===== config.mk =====
export PLATFORM = sky130hd
export DESIGN_NAME = lcd_mux_drive
export DESIGN_NICKNAME = d
export VERILOG_FILES = /design/src/rtl/lcd_mux_pkg.sv /design/src/rtl/lcd_ctrl_regs.sv /design/src/rtl/lcd_scan.sv /design/src/rtl/lcd_wave.sv /design/src/rtl/lcd_mux_drive.sv
export SDC_FILE = /design/constraint.sdc
export NUM_CORES = 1
export LEC_CHECK = 0
export ABC_CLOCK_PERIOD_IN_PS = 4300
export BUFFER_PORTS_ARGS = -buffer_cell sky130_fd_sc_hd__buf_2
export CORE_ASPECT_RATIO = 1.25
export CORE_MARGIN = 5
export CORE_UTILIZATION = 35
export CTS_CLUSTER_SIZE = 20
export DETAILED_ROUTE_END_ITERATION = 12
export GPL_ROUTABILITY_DRIVEN = 0
export PLACE_DENSITY_LB_ADDON = 0.1
export SLEW_MARGIN = 5
export SYNTH_ARGS = -nofsm -noshare
export SYNTH_HDL_FRONTEND = slang
export SYNTH_SLANG_ARGS = --single-unit

===== constraint.sdc =====
create_clock -name clk_i -period 4.3 [get_ports clk_i]
set_input_delay 1.075 -clock clk_i [delete_from_list [all_inputs] [get_ports clk_i]]
set_output_delay 1.075 -clock clk_i [all_outputs]
set_load 0.05 [all_outputs]

===== src/rtl/lcd_mux_pkg.sv =====
package lcd_mux_pkg;
  typedef logic [1:0] lvl_t;
  localparam lvl_t LVL_GND  = 2'b00;
  localparam lvl_t LVL_LO   = 2'b01;
  localparam lvl_t LVL_HI   = 2'b10;
  localparam lvl_t LVL_FULL = 2'b11;
endpackage


===== src/rtl/lcd_ctrl_regs.sv =====
module lcd_ctrl_regs #(
  parameter int NUM_COM   = 4,
  parameter int NUM_SEG   = 16,
  parameter int FIXED_SEG = 4,
  parameter int AW        = $clog2(NUM_COM + 2)
) (
  input  logic                             clk_i,
  input  logic                             rst_ni,
  input  logic                             restart_i,
  input  logic                             wr_en_i,
  input  logic [AW-1:0]                    wr_addr_i,
  input  logic [NUM_SEG-1:0]               wr_data_i,
  output logic [NUM_COM-1:0][NUM_SEG-1:0]  rows_o,
  output logic                             disp_on_o,
  output logic                             bias_third_o,
  output logic                             panel_off_o,
  output logic [NUM_SEG-1:0]               pin_sel_o
);
  localparam logic [AW-1:0] CTRL_ADDR = AW'(NUM_COM);
  localparam logic [AW-1:0] SEL_ADDR  = AW'(NUM_COM + 1);

  for (genvar c = 0; c < NUM_COM; c++) begin : g_row
    always_ff @(posedge clk_i or negedge rst_ni) begin
      if (!rst_ni) rows_o[c] <= '0;
      else if (wr_en_i && wr_addr_i == AW'(c)) rows_o[c] <= wr_data_i;
    end
  end

  always_ff @(posedge clk_i or negedge rst_ni) begin
    if (!rst_ni) begin
      disp_on_o    <= 1'b0;
      bias_third_o <= 1'b0;
      panel_off_o  <= 1'b0;
    end else begin
      if (wr_en_i && wr_addr_i == CTRL_ADDR) begin
        bias_third_o <= wr_data_i[1];
        panel_off_o  <= wr_data_i[2];
      end
      if (restart_i)
        disp_on_o <= 1'b0;
      else if (wr_en_i && wr_addr_i == CTRL_ADDR)
        disp_on_o <= wr_data_i[0];
    end
  end

  for (genvar j = 0; j < NUM_SEG; j++) begin : g_sel
    if (j < FIXED_SEG) begin : g_fixed
      assign pin_sel_o[j] = 1'b1;
    end else begin : g_prog
      logic sel_q;
      always_ff @(posedge clk_i or negedge rst_ni) begin
        if (!rst_ni) sel_q <= 1'b0;
        else if (wr_en_i && wr_addr_i == SEL_ADDR) sel_q <= wr_data_i[j];
      end
      assign pin_sel_o[j] = sel_q;
    end
  end

  assert_restart_off_R10: assert property (@(posedge clk_i) disable iff (!rst_ni)
    restart_i |=> !disp_on_o);
endmodule


===== src/rtl/lcd_scan.sv =====
module lcd_scan #(
  parameter int NUM_COM = 4,
  parameter int NUM_SEG = 16,
  parameter int SW      = $clog2(NUM_COM),
  parameter int PW      = SW + 1
) (
  input  logic                             clk_i,
  input  logic                             rst_ni,
  input  logic                             tick_i,
  input  logic                             restart_i,
  input  logic [NUM_COM-1:0][NUM_SEG-1:0]  rows_i,
  input  logic                             disp_on_i,
  input  logic                             bias_third_i,
  output logic [PW-1:0]                    phase_o,
  output logic [NUM_SEG-1:0]               row_o,
  output logic                             on_o,
  output logic                             third_o
);
  localparam logic [PW-1:0] LAST = {PW{1'b1}};

  logic          div_q;
  logic          step;
  logic [SW-1:0] next_slot;

  // half-bias runs at half the step rate
  assign step      = tick_i && (third_o || div_q);
  assign next_slot = phase_o[PW-1:1] + SW'(1);

  always_ff @(posedge clk_i or negedge rst_ni) begin
    if (!rst_ni) begin
      phase_o <= '0;
      div_q   <= 1'b0;
      third_o <= 1'b0;
      on_o    <= 1'b0;
      row_o   <= '0;
    end else if (restart_i) begin
      phase_o <= '0;
      div_q   <= 1'b0;
      third_o <= bias_third_i;
      on_o    <= 1'b0;
      row_o   <= '0;
    end else if (tick_i) begin
      div_q <= third_o ? 1'b0 : !div_q;
      if (step) begin
        phase_o <= phase_o + PW'(1);
        if (phase_o[0]) begin
          on_o  <= disp_on_i;
          row_o <= rows_i[next_slot];
        end
        if (phase_o == LAST) third_o <= bias_third_i;
      end
    end
  end

  assert_half_hold_R5: assert property (@(posedge clk_i) disable iff (!rst_ni)
    (tick_i && !restart_i && !third_o && !div_q) |=> $stable(phase_o));
  assert_third_step_R5: assert property (@(posedge clk_i) disable iff (!rst_ni)
    (tick_i && !restart_i && third_o) |=> (phase_o != $past(phase_o)));
endmodule


===== src/rtl/lcd_wave.sv =====
module lcd_wave
  import lcd_mux_pkg::*;
#(
  parameter int NUM_COM = 4,
  parameter int NUM_SEG = 16,
  parameter int SW      = $clog2(NUM_COM),
  parameter int PW      = SW + 1
) (
  input  logic                   clk_i,
  input  logic                   rst_ni,
  input  logic [PW-1:0]          phase_i,
  input  logic [NUM_SEG-1:0]     row_i,
  input  logic                   on_i,
  input  logic                   third_i,
  input  logic                   panel_off_i,
  input  logic [NUM_SEG-1:0]     pin_sel_i,
  output logic [2*NUM_COM-1:0]   com_lvl_o,
  output logic [2*NUM_SEG-1:0]   seg_lvl_o,
  output logic [NUM_COM-1:0]     com_en_o,
  output logic [NUM_SEG-1:0]     seg_en_o
);
  logic          pol;
  logic [SW-1:0] slot;
  logic [NUM_COM-1:0] com_full;
  logic [NUM_COM-1:0] com_mid;

  assign pol  = phase_i[0];
  assign slot = phase_i[PW-1:1];

  for (genvar c = 0; c < NUM_COM; c++) begin : g_com
    logic sel;
    lvl_t code;
    assign sel = on_i && (slot == SW'(c));
    always_comb begin
      if (sel)          code = pol ? LVL_GND : LVL_FULL;
      else if (third_i) code = pol ? LVL_HI  : LVL_LO;
      else              code = LVL_LO;
    end
    assign com_en_o[c]        = !panel_off_i;
    assign com_lvl_o[2*c +: 2] = com_en_o[c] ? code : LVL_GND;
    assign com_full[c] = (com_lvl_o[2*c +: 2] == LVL_FULL);
    assign com_mid[c]  = (com_lvl_o[2*c +: 2] == LVL_LO) || (com_lvl_o[2*c +: 2] == LVL_HI);
  end

  for (genvar j = 0; j < NUM_SEG; j++) begin : g_seg
    logic dot;
    lvl_t code;
    assign dot = on_i && row_i[j];
    always_comb begin
      if (dot)          code = pol ? LVL_FULL : LVL_GND;
      else if (third_i) code = pol ? LVL_LO   : LVL_HI;
      else              code = pol ? LVL_GND  : LVL_FULL;
    end
    assign seg_en_o[j]         = !panel_off_i && pin_sel_i[j];
    assign seg_lvl_o[2*j +: 2] = seg_en_o[j] ? code : LVL_GND;
  end

  assert_one_selected_R2: assert property (@(posedge clk_i) disable iff (!rst_ni)
    $onehot0(com_full));
  assert_off_nonselect_R6: assert property (@(posedge clk_i) disable iff (!rst_ni)
    (!on_i && !panel_off_i) |-> (com_mid == {NUM_COM{1'b1}}));
endmodule


===== src/rtl/lcd_mux_drive.sv =====
module lcd_mux_drive #(
  parameter int NUM_COM   = 4,
  parameter int NUM_SEG   = 16,
  parameter int FIXED_SEG = 4,
  parameter int AW        = $clog2(NUM_COM + 2)
) (
  input  logic                  clk_i,
  input  logic                  rst_ni,
  input  logic                  tick_i,
  input  logic                  restart_i,
  input  logic                  wr_en_i,
  input  logic [AW-1:0]         wr_addr_i,
  input  logic [NUM_SEG-1:0]    wr_data_i,
  output logic [2*NUM_COM-1:0]  com_lvl_o,
  output logic [2*NUM_SEG-1:0]  seg_lvl_o,
  output logic [NUM_COM-1:0]    com_en_o,
  output logic [NUM_SEG-1:0]    seg_en_o
);
  localparam int SW = $clog2(NUM_COM);
  localparam int PW = SW + 1;

  logic [NUM_COM-1:0][NUM_SEG-1:0] rows;
  logic                            disp_on, bias_third, panel_off;
  logic [NUM_SEG-1:0]              pin_sel;
  logic [PW-1:0]                   phase;
  logic [NUM_SEG-1:0]              row_act;
  logic                            on_act, third_act;

  lcd_ctrl_regs #(.NUM_COM(NUM_COM), .NUM_SEG(NUM_SEG), .FIXED_SEG(FIXED_SEG), .AW(AW)) u_regs (
    .clk_i, .rst_ni, .restart_i, .wr_en_i, .wr_addr_i, .wr_data_i,
    .rows_o(rows), .disp_on_o(disp_on), .bias_third_o(bias_third),
    .panel_off_o(panel_off), .pin_sel_o(pin_sel)
  );

  lcd_scan #(.NUM_COM(NUM_COM), .NUM_SEG(NUM_SEG), .SW(SW), .PW(PW)) u_scan (
    .clk_i, .rst_ni, .tick_i, .restart_i, .rows_i(rows), .disp_on_i(disp_on),
    .bias_third_i(bias_third), .phase_o(phase), .row_o(row_act),
    .on_o(on_act), .third_o(third_act)
  );

  lcd_wave #(.NUM_COM(NUM_COM), .NUM_SEG(NUM_SEG), .SW(SW), .PW(PW)) u_wave (
    .clk_i, .rst_ni, .phase_i(phase), .row_i(row_act), .on_i(on_act),
    .third_i(third_act), .panel_off_i(panel_off), .pin_sel_i(pin_sel),
    .com_lvl_o, .seg_lvl_o, .com_en_o, .seg_en_o
  );

  assert_panel_off_R8: assert property (@(posedge clk_i) disable iff (!rst_ni)
    panel_off |-> (com_en_o == '0 && seg_en_o == '0 && seg_lvl_o == '0));
endmodule


# == Word level (Yosys, flattened, before mapping) ==
# Cells that the tools add are included.
# op_classes
n_addsub,2
magnitude_cmp,1
mux,68
n_eq_ne,9
n_reduce_logical,52
# ops
cell,n
$mux W2,46
$mux W16,5
$logic_and A1 B1 Y1,39
$bmux W16 S2,1
$mux W1,13
$reduce_bool A2 Y1,5
$eq A3 B3 Y1 const B,3
$mux W3,3
$eq A3 B2 Y1 const B,2
$reduce_and A3 Y1,2
$eq A2 B2 Y1 const B,2
$add A3 B1 Y3 const B,1
$eq A3 B1 Y1 const B,1
$logic_not A3 Y1,1
$lt A2 B3 Y1 const B,1
$add A2 B1 Y2 const B,1
$eq A2 B1 Y1 const B,1
$logic_not A1 Y1,2
$logic_not A2 Y1,1
$reduce_and A2 Y1,1
$logic_or A1 B1 Y1,1
# word_totals
elab_cells,156
ff_bits,101
in_bits,24
output_inout_bits,60

# == Logic depth before layout (Yosys ltp) ==
# Gate-level depths: netlist (run 1).
# logic_depth
word_depth,7
ltp_mapped,8
mapped_depth_nobuf,5

# == Modules after synthesis ==
# Synthesis (run 1) repeated with hierarchy kept, for this count alone.
# unflattened
hier_cells,406
area_unflattened_um2,5322.6
# modules_own_cells
mod,area_each_um2,seq_area_each_um2,cells_each,instances
lcd_ctrl_regs,3135.5,1976.9,190,1
lcd_scan,1288.7,550.5,83,1
lcd_wave,898.4,0.0,133,1

# == Worst setup path before layout (run 1) ==
# OpenSTA, ideal clock, no wires.
# synth_path
path_kind,register to output
startpoint,register u_scan.phase_o[0]
endpoint,output seg_lvl_o[0]
slack_ns,0.825
required_time_ns,3.225
stages_incl_launch_ff,7
path_buffers,3
t_arrival_ns,2.400
cell_sequence,dfrtp_1 > clkbuf_1 > clkinv_1 > ha_1 > buf_1 > clkbuf_1 > a21oi_1
# synth_via
elab_chain_cells,4
word_cells_on_any_way,6
cone_classes,mux: 6
# synth_rtl
item,line,source
from (decl),lcd_scan.sv:14,"output logic [PW-1:0] phase_o,"
from (signal assigned),lcd_scan.sv:45,phase_o <= phase_o + PW'(1);
$mux W2 (on tied branches),"lcd_wave.sv:52, lcd_wave.sv:51",
$mux W2,lcd_wave.sv:51,else if (third_i) code = pol ? LVL_LO : LVL_HI;
$mux W2 *,lcd_wave.sv:50,if (dot) code = pol ? LVL_FULL : LVL_GND;
$mux W2 *,lcd_wave.sv:55,assign seg_lvl_o[2*j +: 2] = seg_en_o[j] ? code : LVL_GND;
to (decl),lcd_mux_drive.sv:15,"output logic [2*NUM_SEG-1:0] seg_lvl_o,"
# Mark *: on every way between the ends. The rest lies on a longest branch, timed or not.

# == Final worst setup path (run 1) ==
# layout_path
startpoint,register u_scan.phase_o[0]
endpoint,output seg_lvl_o[8]
# The elaborated chain is that of the path after synthesis.

==> summary.txt, run 1 <==
Place
  – Hpwl dp: 8.18 mm
  – PortBufs: 83

Synthesis
  – Netlist Area Pre-Place: 4970 um^2
  – Dominant synthesized flop cell: dfrtp_1
  – Synthesized Nets: 417
  – Post-synth top area cell: dfrtp_1
  – Post-synth ARST share: 100%
  – Most frequent cell after synthesis: dfrtp_1
  – Main area contributors after synthesis: dfrtp_1 51%, mux2_2 17%, mux4_2 6.3%
  – Avg Inst Size Synth: 13.0 um^2
  – Synth top area share: 50.8%
  – Sequential share of the synthesized area: 50.8%
  – Yosys reg bits: 101
  – Synth Warn #: 0
  – Commonest cells post-synth: 101 x dfrtp_1, 75 x mux2_2, 34 x a21oi_1
  – Cells after Synth: 383
  – Post-synthesis cell type count: 33
  – Post-synth EDFFs: 0

Die
  – Initial core utilization: 35.8%
  – Die Ht: 143 um
  – Die X: 117 um
  – Core Footprint: 13,900 um^2
  – Die Footprint: 16,700 um^2
  – Top-Level Pins: 84
  – Row cnt: 48

Global route
  – Gr usage total: 15.5%
  – Grt total ovfl: 0
  – Initial antenna violation count: 0
  – Largest net degree at the start of global routing: 55
  – First-pass GRT wire length: 19.7 mm
  – Vias in the first global route: 3,533

Routing
  – DR pass1 iterations: 4
  – DR DRC count: 0
  – Vias/cell: 5.20
  – Routed WL per cell: 19.5 um
  – Antenna-violating nets left: 0
  – Via total after detailed routing: 3,312
  – Wirelength, routed: 12.4 mm
  – DRT iter0 DRCs: 114

Pwr
  – Pleak: 2.64 nW
  – Total Power: 3.10 mW
  – Pwr per Cell Area: 535 nW/um^2
  – Maximum vdd drop: 0.248 mV

STA
  – Final Hold Vio Count: 0
  – Final Skew: 0.00726 ns
  – Slew HR: 31.9%
  – Unrepaired setup endpoints after global routing: false
  – Minimum period implied by the final worst setup slack: 3.33 ns
  – Tcrit/Tclk final: 77.5%
  – Fmax: 300 MHz
  – Max-slew violations: 0
  – Setup TNS: 0 ns
  – Worst-margin pin slew: 1.02 ns
  – Final setup violating endpoints: 0

Status
  – Status: complete, no violations

Clocking
  – Total clock buffers created by CTS: 9
  – CTS Sinks: 101
  – Clock root buffer: clkbuf_16
  – Worst-path clk slew: 0.07 ns
  – Setup Fix Bufs, Post-CTS: 0
  – PostCTS Resize Cnt: 0
  – Max clock buf depth: 2
  – Hold-fix buffers, CTS: 0
  – Clk_lat worst skew: 0.34 ns
  – H-tree levels: 3
  – CTS tree: built

Flow run
  – MaxCap Viol Count: 0

Setup path
  – Critical Path Sink Type: output pin
  – Worst EP arrival: 2.26 ns
  – Crit Path Max Fanout: 16
  – Crit path launch type: flop
  – CP Class: flop to output pin
  – CP required: 3.22 ns
  – Worst r2r path cells: 4

Cells and area
  – Inserted Diodes: 0
  – Nets: 491
  – Fill count: 1,296
  – Final core utilization: 41.8%
  – Layout cells sized above 1: 43.7%
  – Layout area overhead: 16.6%

Hold path
  – Depth of the worst hold-timing path: 1
  – Hold Crit Class: flop to flop
[layout make-up]
type | count | area (um^2) | area share, %
Clock buffer | 12 | 267 | 4.60
Clock inverter | 4 | 45.0 | 0.777
Inverter | 5 | 18.8 | 0.324
Multi-Input combinational cell | 248 | 2240 | 38.6
Sequential cell | 101 | 2530 | 43.6
Tap cell | 175 | 219 | 3.78
Timing Repair Buffer | 92 | 485 | 8.37
[flip-flops by register name (all words and copies together) (netlist names)]
| register | count |
|---|---|
| u_regs.bias_third_o | 1 |
| u_regs.disp_on_o | 1 |
| u_regs.g_sel.g_prog.sel_q | 12 |
| u_regs.panel_off_o | 1 |
| u_regs.rows_o | 64 |
| u_scan.div_q | 1 |
| u_scan.on_o | 1 |
| u_scan.phase_o | 3 |
| u_scan.row_o | 16 |
| u_scan.third_o | 1 |
[worst paths after layout]
check	startpoint	end	slack [ns]
max	u_scan.phase_o[0]	seg_lvl_o[8]	0.97
min	u_regs.rows_o[47]	u_regs.rows_o[47]	0.49
max reg2reg	u_scan.phase_o[1]	u_scan.row_o[3]	2.06
min reg2reg	u_regs.rows_o[47]	u_regs.rows_o[47]	0.49
max in group asynchronous	rst_ni	u_regs.rows_o[20]	2.69
min in group asynchronous	rst_ni	u_regs.rows_o[17]	0.79
[worst max-delay path, stage by stage, from the launching register on]
cell      delay [ns]
dfrtp_1         0.34
clkinv_1        0.23
ha_1            0.86
a21oi_1         0.20
buf_2           0.27
[logic make-up after synthesis]
group	synth area share, %
adders and majority gates	2.52
AOI/OAI and AO/OA	9.46
and+or+nand+nor	6.54
muxes	26.5
DFF	50.8
buffers and inverters	4.18
[cell usage in the layout, fill, tap and decap left out, types with 4 or more instances in the layout]
master,count
a22o_1,16
ha_1,10
buf_4,10
nor2_1,17
mux2i_1,8
nor2b_1,12
a211oi_1,4
inv_1,4
buf_2,82
o21ai_0,18
clkbuf_16,9
a21oi_1,34
mux2_2,75
mux4_2,14
dfrtp_1,101
nand2_1,24
[stage by stage]
step	hold slack, ns	area (um^2)	setup WS, ns	instances
6_report	0.494	5800	0.970	637
5_1_grt	0.514	5800	0.797	637
4_1_cts	0.501	5800	0.934	637
3_5_place_dp	0.487	5490	1.30	621
3_3_place_gp	0.460	5490	1.34	621
2_1_floorplan	0.449	4970	0.825	383
[where the power goes]
group / switching (mW) / leakage [nW] / internal, mW
registers: 0.100 / 1.25 / 1.12
clock network: 0.349 / 0.158 / 0.496
logic: 0.700 / 1.22 / 0.333
total: 1.15 / 2.64 / 1.95
[per-layer routing]
layer / GRT usage [%] / vias to the layer above / part of all wire [%]
met3: 2.42 / 16 / 4.5
met1: 20.7 / 1679 / 44
li1: - / 1536 / -
met2: 26.0 / 81 / 50
met4: 4.95 / 0 / 1.5
met5: 0 / - / 0
Note: power is estimated with default switching activity, not from simulation.
==> run 2: changes to the inputs <==
--- a/config.mk
+++ b/config.mk
@@ -5,7 +5,7 @@
 export SDC_FILE = /design/constraint.sdc
 export NUM_CORES = 1
 export LEC_CHECK = 0
-export ABC_CLOCK_PERIOD_IN_PS = 4300
+export ABC_CLOCK_PERIOD_IN_PS = 3400
 export BUFFER_PORTS_ARGS = -buffer_cell sky130_fd_sc_hd__buf_2
 export CORE_ASPECT_RATIO = 1.25
 export CORE_MARGIN = 5
==> constraint.sdc (replaced) <==
create_clock -name clk_i -period 3.4 [get_ports clk_i]
set_input_delay 0.85 -clock clk_i [delete_from_list [all_inputs] [get_ports clk_i]]
set_output_delay 0.85 -clock clk_i [all_outputs]
set_load 0.05 [all_outputs]
==> run 2 against run 1 <==
Setup slack worse by 0.67 ns; total power grew 23%; non-clock buffer count grew 2; sequential share of layout area barely moved; register-to-register slack worse by 0.77 ns; sequential power grew 26%; core utilization about the same; clock-buffer cell count up 1; largest cell class unchanged; highest routed layer unchanged.
==> summary.txt, run 2 (same netlist as run 1, synthesis figures left out) <==
Setup path
  – Critical Path Sink Type: output pin
  – CP max stage delay: 0.87 ns (about the same)
  – Worst EP arrival: 2.25 ns (about the same)
  – CP required: 2.55 ns (-0.67 ns)
  – Slowest CP cell: ha_1
  – Crit Path Max Fanout: 16 (unchanged)
  – Crit path launch type: flop
  – Cell Chain, Critical Path: clkinv_1 > ha_1 > a21oi_1 > buf_2
  – CP Class: flop to output pin

Pwr
  – Total Power: 3.82 mW (+23%)
  – Pwr per Cell Area: 660 nW/um^2 (+23%)
  – Pleak: 2.62 nW (-0.46%)
  – Maximum vdd drop: 0.271 mV (+8.9%)

STA
  – Final setup violating endpoints: 0 (unchanged)
  – Tcrit/Tclk final: 91.3%
  – Slew HR: 30.5% (-1.4 points)
  – Setup TNS: 0 ns (unchanged)
  – Final Hold Vio Count: 0 (unchanged)
  – Final Skew: 0.00647 ns (-0.000790 ns)
  – Worst-margin pin slew: 1.04 ns (+0.0208 ns)
  – Max-slew violations: 0 (unchanged)
  – Minimum period implied by the final worst setup slack: 3.10 ns
  – Unrepaired setup endpoints after global routing: false
  – Fmax: 322 MHz

Routing
  – Vias/cell: 5.25 (+0.98%)
  – Via total after detailed routing: 3,355 (+1.3%)
  – DR pass1 iterations: 4 (unchanged)
  – Routed WL per cell: 19.0 um (-2.5%)
  – Wirelength, routed: 12.1 mm (-2.2%)
  – Antenna-violating nets left: 0 (unchanged)
  – DR DRC count: 0 (unchanged)
  – DRT iter0 DRCs: 112 (-1.8%)

Place
  – Post-Place Cell Area: 5510 um^2 (+0.50%)
  – Hpwl dp: 8.13 mm (-0.64%)
  – PortBufs: 83 (unchanged)

Die
  – Initial core utilization: 35.8% (unchanged)
  – Die X: 117 um (unchanged)
  – Die Ht: 143 um (unchanged)
  – Die Footprint: 16,700 um^2 (unchanged)
  – Core Footprint: 13,900 um^2 (unchanged)
  – Row cnt: 48 (unchanged)
  – Top-Level Pins: 84 (unchanged)

Cells and area
  – Largest register by flop count: u_regs.rows_o
  – Inserted Diodes: 0 (unchanged)
  – Largest regs: u_regs.rows_o x64, u_scan.row_o x16, u_regs.g_sel.g_prog.sel_q x12
  – Commonest non-fill, non-tap cell in the layout: dfrtp_1
  – Max FFs per register: 64 (unchanged)
  – Fill count: 1,313 (+1.3%)
  – Final core utilization: 41.8% (about the same)
  – Commonest non-fill, non-tap cells in the layout: 101 x dfrtp_1, 82 x buf_2, 75 x mux2_2
  – Layout area overhead: 16.6% (about the same)
  – Design area: 5790 um^2 (about the same)
  – Nets: 493 (+0.41%)
  – Layout cells sized above 1: 43.5% (-0.19 points)

Global route
  – Vias in the first global route: 3,476 (-1.6%)
  – First-pass GRT wire length: 19.2 mm (-2.3%)
  – Grt total ovfl: 0 (unchanged)
  – Gr usage total: 15.1% (-0.41 points)
  – Initial antenna violation count: 0 (unchanged)
  – Largest net degree at the start of global routing: 57 (+3.6%)

Clocking
  – Clk_lat worst skew: 0.33 ns (about the same)
  – Worst-path clk slew: 0.07 ns (about the same)
  – Hold-fix buffers, CTS: 0 (unchanged)
  – CTS Sinks: 101 (unchanged)
  – Clock root buffer: clkbuf_16
  – PostCTS Resize Cnt: 0 (unchanged)
  – Max clock buf depth: 2 (unchanged)
  – Total clock buffers created by CTS: 9 (unchanged)
  – H-tree levels: 3 (unchanged)
  – CTS tree: built
  – Setup Fix Bufs, Post-CTS: 0 (unchanged)

Hold path
  – Hold Crit Class: flop to flop

Status
  – Status: complete, no violations

Flow run
  – MaxCap Viol Count: 0 (unchanged)
run 2: changes by cell type in the layout (fill, tap and decap cells not counted):
cell / delta
buf_12: +1
buf_4: +1
bufinv_16: -1
clkbuf_1: +2
clkbuf_8: -1
clkinv_2: -2
clkinvlp_4: +2
run 2: stage by stage:
step / std cells / hold WS [ns] / worst slack, ns
floorplan: 383 / 0.449 / 0.150
detailed placement: 623 / 0.479 / 0.641
finish: 639 / 0.493 / 0.296
global route: 639 / 0.501 / 0.145
global placement: 623 / 0.459 / 0.668
CTS: 639 / 0.495 / 0.282
run 2: area by class of cell:
class / count / area, um^2 / area share [%]
Inverter: 5 / 18.8 / 0.324
Clock buffer: 13 / 260 / 4.49
Timing Repair Buffer: 94 / 513 / 8.85
Clock inverter: 3 / 20.0 / 0.345
Sequential cell: 101 / 2530 / 43.6
Multi-Input combinational cell: 248 / 2240 / 38.6
Tap cell: 175 / 219 / 3.78
run 2: power breakdown:
part / total [mW] / switching [mW] / internal [mW]
combinational: 1.31 / 0.886 / 0.427
sequential: 1.54 / 0.125 / 1.42
clock: 0.968 / 0.432 / 0.536
total: 3.82 / 1.44 / 2.38
run 2: worst paths after layout:
check / from / to / slack, ns / depth (start not counted)
worst min register to register: u_regs.rows_o[47] / u_regs.rows_o[47] / 0.49 / 1
max in group asynchronous: rst_ni / u_scan.row_o[7] / 2.11 / 2
worst max-delay path: u_scan.phase_o[0] / seg_lvl_o[8] / 0.30 / 4
worst max register to register: u_scan.phase_o[2] / u_scan.row_o[3] / 1.29 / 4
worst min-delay path: u_regs.rows_o[47] / u_regs.rows_o[47] / 0.49 / 1
min in group asynchronous: rst_ni / u_regs.rows_o[0] / 0.57 / 1
run 2: critical path, delay by kind of cell, from the launching register on:
kind,cells,cell delay (ns)
compound gates,1,0.20
fa+ha+maj,1,0.87
buf+inv,2,0.50
flops,1,0.34
run 2: routing by layer:
metal | up-vias | wire, um | GRT usage [%]
li1 | 1540 | - | -
met1 | 1722 | 5520 | 20.7
met2 | 85 | 5990 | 24.9
met3 | 8 | 492 | 2.84
met4 | 0 | 133 | 3.62
met5 | - | 0 | 0
==> run 3: changes to the inputs <==
--- a/config.mk
+++ b/config.mk
@@ -5,7 +5,8 @@
 export SDC_FILE = /design/constraint.sdc
 export NUM_CORES = 1
 export LEC_CHECK = 0
-export ABC_CLOCK_PERIOD_IN_PS = 3400
+export ABC_AREA = 1
+export ABC_CLOCK_PERIOD_IN_PS = 3750
 export BUFFER_PORTS_ARGS = -buffer_cell sky130_fd_sc_hd__buf_2
 export CORE_ASPECT_RATIO = 1.25
 export CORE_MARGIN = 5
==> constraint.sdc (replaced) <==
create_clock -name clk_i -period 3.75 [get_ports clk_i]
set_input_delay 0.9375 -clock clk_i [delete_from_list [all_inputs] [get_ports clk_i]]
set_output_delay 0.9375 -clock clk_i [all_outputs]
set_load 0.05 [all_outputs]
==> run 3 against run 2 <==
First-iteration DRC count rose to 2.5 times the previous value; register-to-register slack better by 0.22 ns; non-clock buffer count down 7; total power down 0.86%; worst hold slack worse by 0.012 ns; clock-buffer cell count down 3; routed wire length up 11%; flip-flop and latch count unchanged; cell count up 50%; critical path depth unchanged; highest routed layer is now met5.
==> summary.txt, run 3 <==
Routing
  – Routed WL per cell: 14.1 um (-26%)
  – DR pass1 iterations: 5 (+1)
  – Wirelength, routed: 13.5 mm (+11%)
  – DRT iter0 DRCs: 280 (+150%)
  – Vias/cell: 4.75 (-9.5%)
  – Antenna-violating nets left: 0 (unchanged)
  – DR DRC count: 0 (unchanged)
  – Via total after detailed routing: 4,558 (+36%)

Cells and area
  – Largest register by flop count: u_regs.rows_o
  – Largest regs: u_regs.rows_o x64, u_scan.row_o x16, u_regs.g_sel.g_prog.sel_q x12
  – Max FFs per register: 64 (unchanged)
  – Layout area overhead: 13.8%
  – Commonest non-fill, non-tap cell in the layout: nand2_1
  – Final core utilization: 40.3% (-1.4 points)
  – Fill count: 1,597 (+22%)
  – Layout cells sized above 1: 14.9% (-29 points)
  – Inserted Diodes: 0 (unchanged)
  – Design area: 6000 um^2 (+3.6%)
  – Nets: 806 (+63%)
  – Commonest non-fill, non-tap cells in the layout: 245 x nand2_1, 101 x inv_1, 101 x dfrtp_1

Synthesis
  – Most frequent cell after synthesis: nand2_1
  – Synth top area share: 47.9% (-2.9 points)
  – Netlist Area Pre-Place: 5270 um^2 (+6.1%)
  – Post-synth ARST share: 100% (unchanged)
  – Commonest cells post-synth: 245 x nand2_1, 101 x dfrtp_1, 101 x inv_1
  – Sequential share of the synthesized area: 47.9% (-2.9 points)
  – Post-synth EDFFs: 0 (unchanged)
  – Post-synthesis cell type count: 22 (-33%)
  – Yosys reg bits: 101 (unchanged)
  – Avg Inst Size Synth: 7.37 um^2 (-43%)
  – Main area contributors after synthesis: dfrtp_1 48%, nand2_1 17%, inv_1 7.2%
  – Synthesized Nets: 750 (+80%)
  – Cells after Synth: 716 (+87%)
  – Dominant synthesized flop cell: dfrtp_1
  – Post-synth top area cell: dfrtp_1
  – Synth Warn #: 0 (unchanged)

STA
  – Minimum period implied by the final worst setup slack: 3.29 ns
  – Slew HR: 25.6% (-4.9 points)
  – Final Skew: 0.00523 ns (-0.00125 ns)
  – Worst-margin pin slew: 1.11 ns (+0.0709 ns)
  – Setup TNS: 0 ns (unchanged)
  – Unrepaired setup endpoints after global routing: false
  – Tcrit/Tclk final: 87.6%
  – Max-slew violations: 0 (unchanged)
  – Fmax: 304 MHz
  – Final Hold Vio Count: 0 (unchanged)
  – Final setup violating endpoints: 0 (unchanged)

Clocking
  – Clk_lat worst skew: 0.35 ns (+0.02 ns)
  – CTS Sinks: 101 (unchanged)
  – Max clock buf depth: 2 (unchanged)
  – Setup Fix Bufs, Post-CTS: 0 (unchanged)
  – Worst-path clk slew: 0.07 ns (about the same)
  – H-tree levels: 3 (unchanged)
  – CTS tree: built
  – Total clock buffers created by CTS: 9 (unchanged)
  – PostCTS Resize Cnt: 0 (unchanged)
  – Clock root buffer: clkbuf_16
  – Hold-fix buffers, CTS: 0 (unchanged)

Die
  – Core Footprint: 14,900 um^2 (+7.3%)
  – Die Ht: 147 um (+2.8%)
  – Initial core utilization: 35.4% (-0.41 points)
  – Die Footprint: 17,600 um^2 (+5.6%)
  – Top-Level Pins: 84 (unchanged)
  – Row cnt: 50 (+4.2%)
  – Die X: 120 um (+2.7%)

Flow run
  – MaxCap Viol Count: 0 (unchanged)

Setup path
  – Critical Path Sink Type: output pin
  – Buffers & Inverters on Critical Path: 2 (unchanged)
  – Slowest CP cell: dfrtp_1
  – Cell Chain, Critical Path: inv_2 > ha_1 > a21oi_1 > buf_2
  – Crit path launch type: flop
  – Crit Path Max Fanout: 26 (+10)
  – CP required: 2.81 ns (+0.26 ns)
  – CP Class: flop to output pin
  – CP max stage delay: 0.84 ns (-0.03 ns)
  – Worst EP arrival: 2.35 ns (+0.10 ns)
  – Critical path's top delay family: flip-flops

Pwr
  – Maximum vdd drop: 0.226 mV (-16%)
  – Pwr per Cell Area: 631 nW/um^2 (-4.3%)
  – Pleak: 3.26 nW (+24%)
  – Total Power: 3.79 mW (-0.86%)

Global route
  – Gr usage total: 15.8% (+0.72 points)
  – First-pass GRT wire length: 22.6 mm (+17%)
  – Vias in the first global route: 4,382 (+26%)
  – Grt total ovfl: 0 (unchanged)
  – Initial antenna violation count: 1 (+1)
  – Largest net degree at the start of global routing: 67 (+18%)

Status
  – Status: complete, no violations

Hold path
  – Hold Crit Class: flop to flop

Place
  – Post-Place Cell Area: 5720 um^2 (+3.7%)
  – PortBufs: 83 (unchanged)
  – Hpwl dp: 9.52 mm (+17%)
## run 3: changes by cell type after synthesis, sizes merged, moves of 8 or more
cell / delta
nand2: +222
inv: +103
o21ai: +80
mux2: -77
nand3: +39
buf: +19
a22o: -16
mux4: -16
nor2b: -12
nor2: +11
mux2i: -8
## run 3: final timing paths
| kind | startpoint | to | slack [ns] | depth (start not counted) |
|---|---|---|---|---|
| worst max-delay path | u_scan.phase_o[0] | seg_lvl_o[20] | 0.46 | 4 |
| worst min-delay path | u_scan.row_o[9] | u_scan.row_o[9] | 0.48 | 2 |
| worst max register to register | u_scan.phase_o[1] | u_scan.row_o[3] | 1.51 | 7 |
| worst min register to register | u_scan.row_o[9] | u_scan.row_o[9] | 0.48 | 2 |
| max in group asynchronous | rst_ni | u_regs.rows_o[62] | 2.36 | 2 |
| min in group asynchronous | rst_ni | u_scan.row_o[10] | 0.70 | 1 |
## run 3: logic make-up (layout without fill, tap and decap cells)
logic type      Yosys count  count (layout)  share of synthesized area, %
compound gates          141             141                          13.5
fa+ha+maj                10              10                          2.37
buf+inv                 150             211                          12.3
flops                   101             101                          47.9
simple gates            314             314                          23.9
## run 3: tightest hold or removal path: cells and delay by family (launching register included)
family / cells / cell delay [ns]
DFF: 1 / 0.35
and+or+nand+nor: 2 / 0.10
## run 3: final cells by class
type / count / area, um^2 / area share (%)
clock buffer: 10 / 239 / 3.98
sequential: 101 / 2530 / 42.1
inverter: 108 / 405 / 6.75
timing repair buffer: 87 / 460 / 7.67
tap: 182 / 228 / 3.79
clock inverter: 6 / 46.3 / 0.771
multi-input combinational: 465 / 2100 / 34.9
## run 3: stage by stage
stage	worst slack, ns	instances	hold slack (ns)
2_1_floorplan	0.481	716	0.443
3_3_place_gp	0.925	943	0.466
3_5_place_dp	0.854	943	0.469
4_1_cts	0.468	959	0.489
5_1_grt	0.282	959	0.511
6_report	0.464	959	0.481
## run 3: report_power, final
| part | internal [mW] | switching [mW] |
|---|---|---|
| sequential | 1.28 | 0.124 |
| combinational | 0.373 | 1.12 |
| clock | 0.473 | 0.425 |
## run 3: layer usage
layer	GRT usage (%)	up-vias	routed length, um
li1	-	2313	-
met1	22.3	2085	6750
met2	24.6	140	5730
met3	3.31	18	841
met4	4.70	2	176
met5	0	-	12
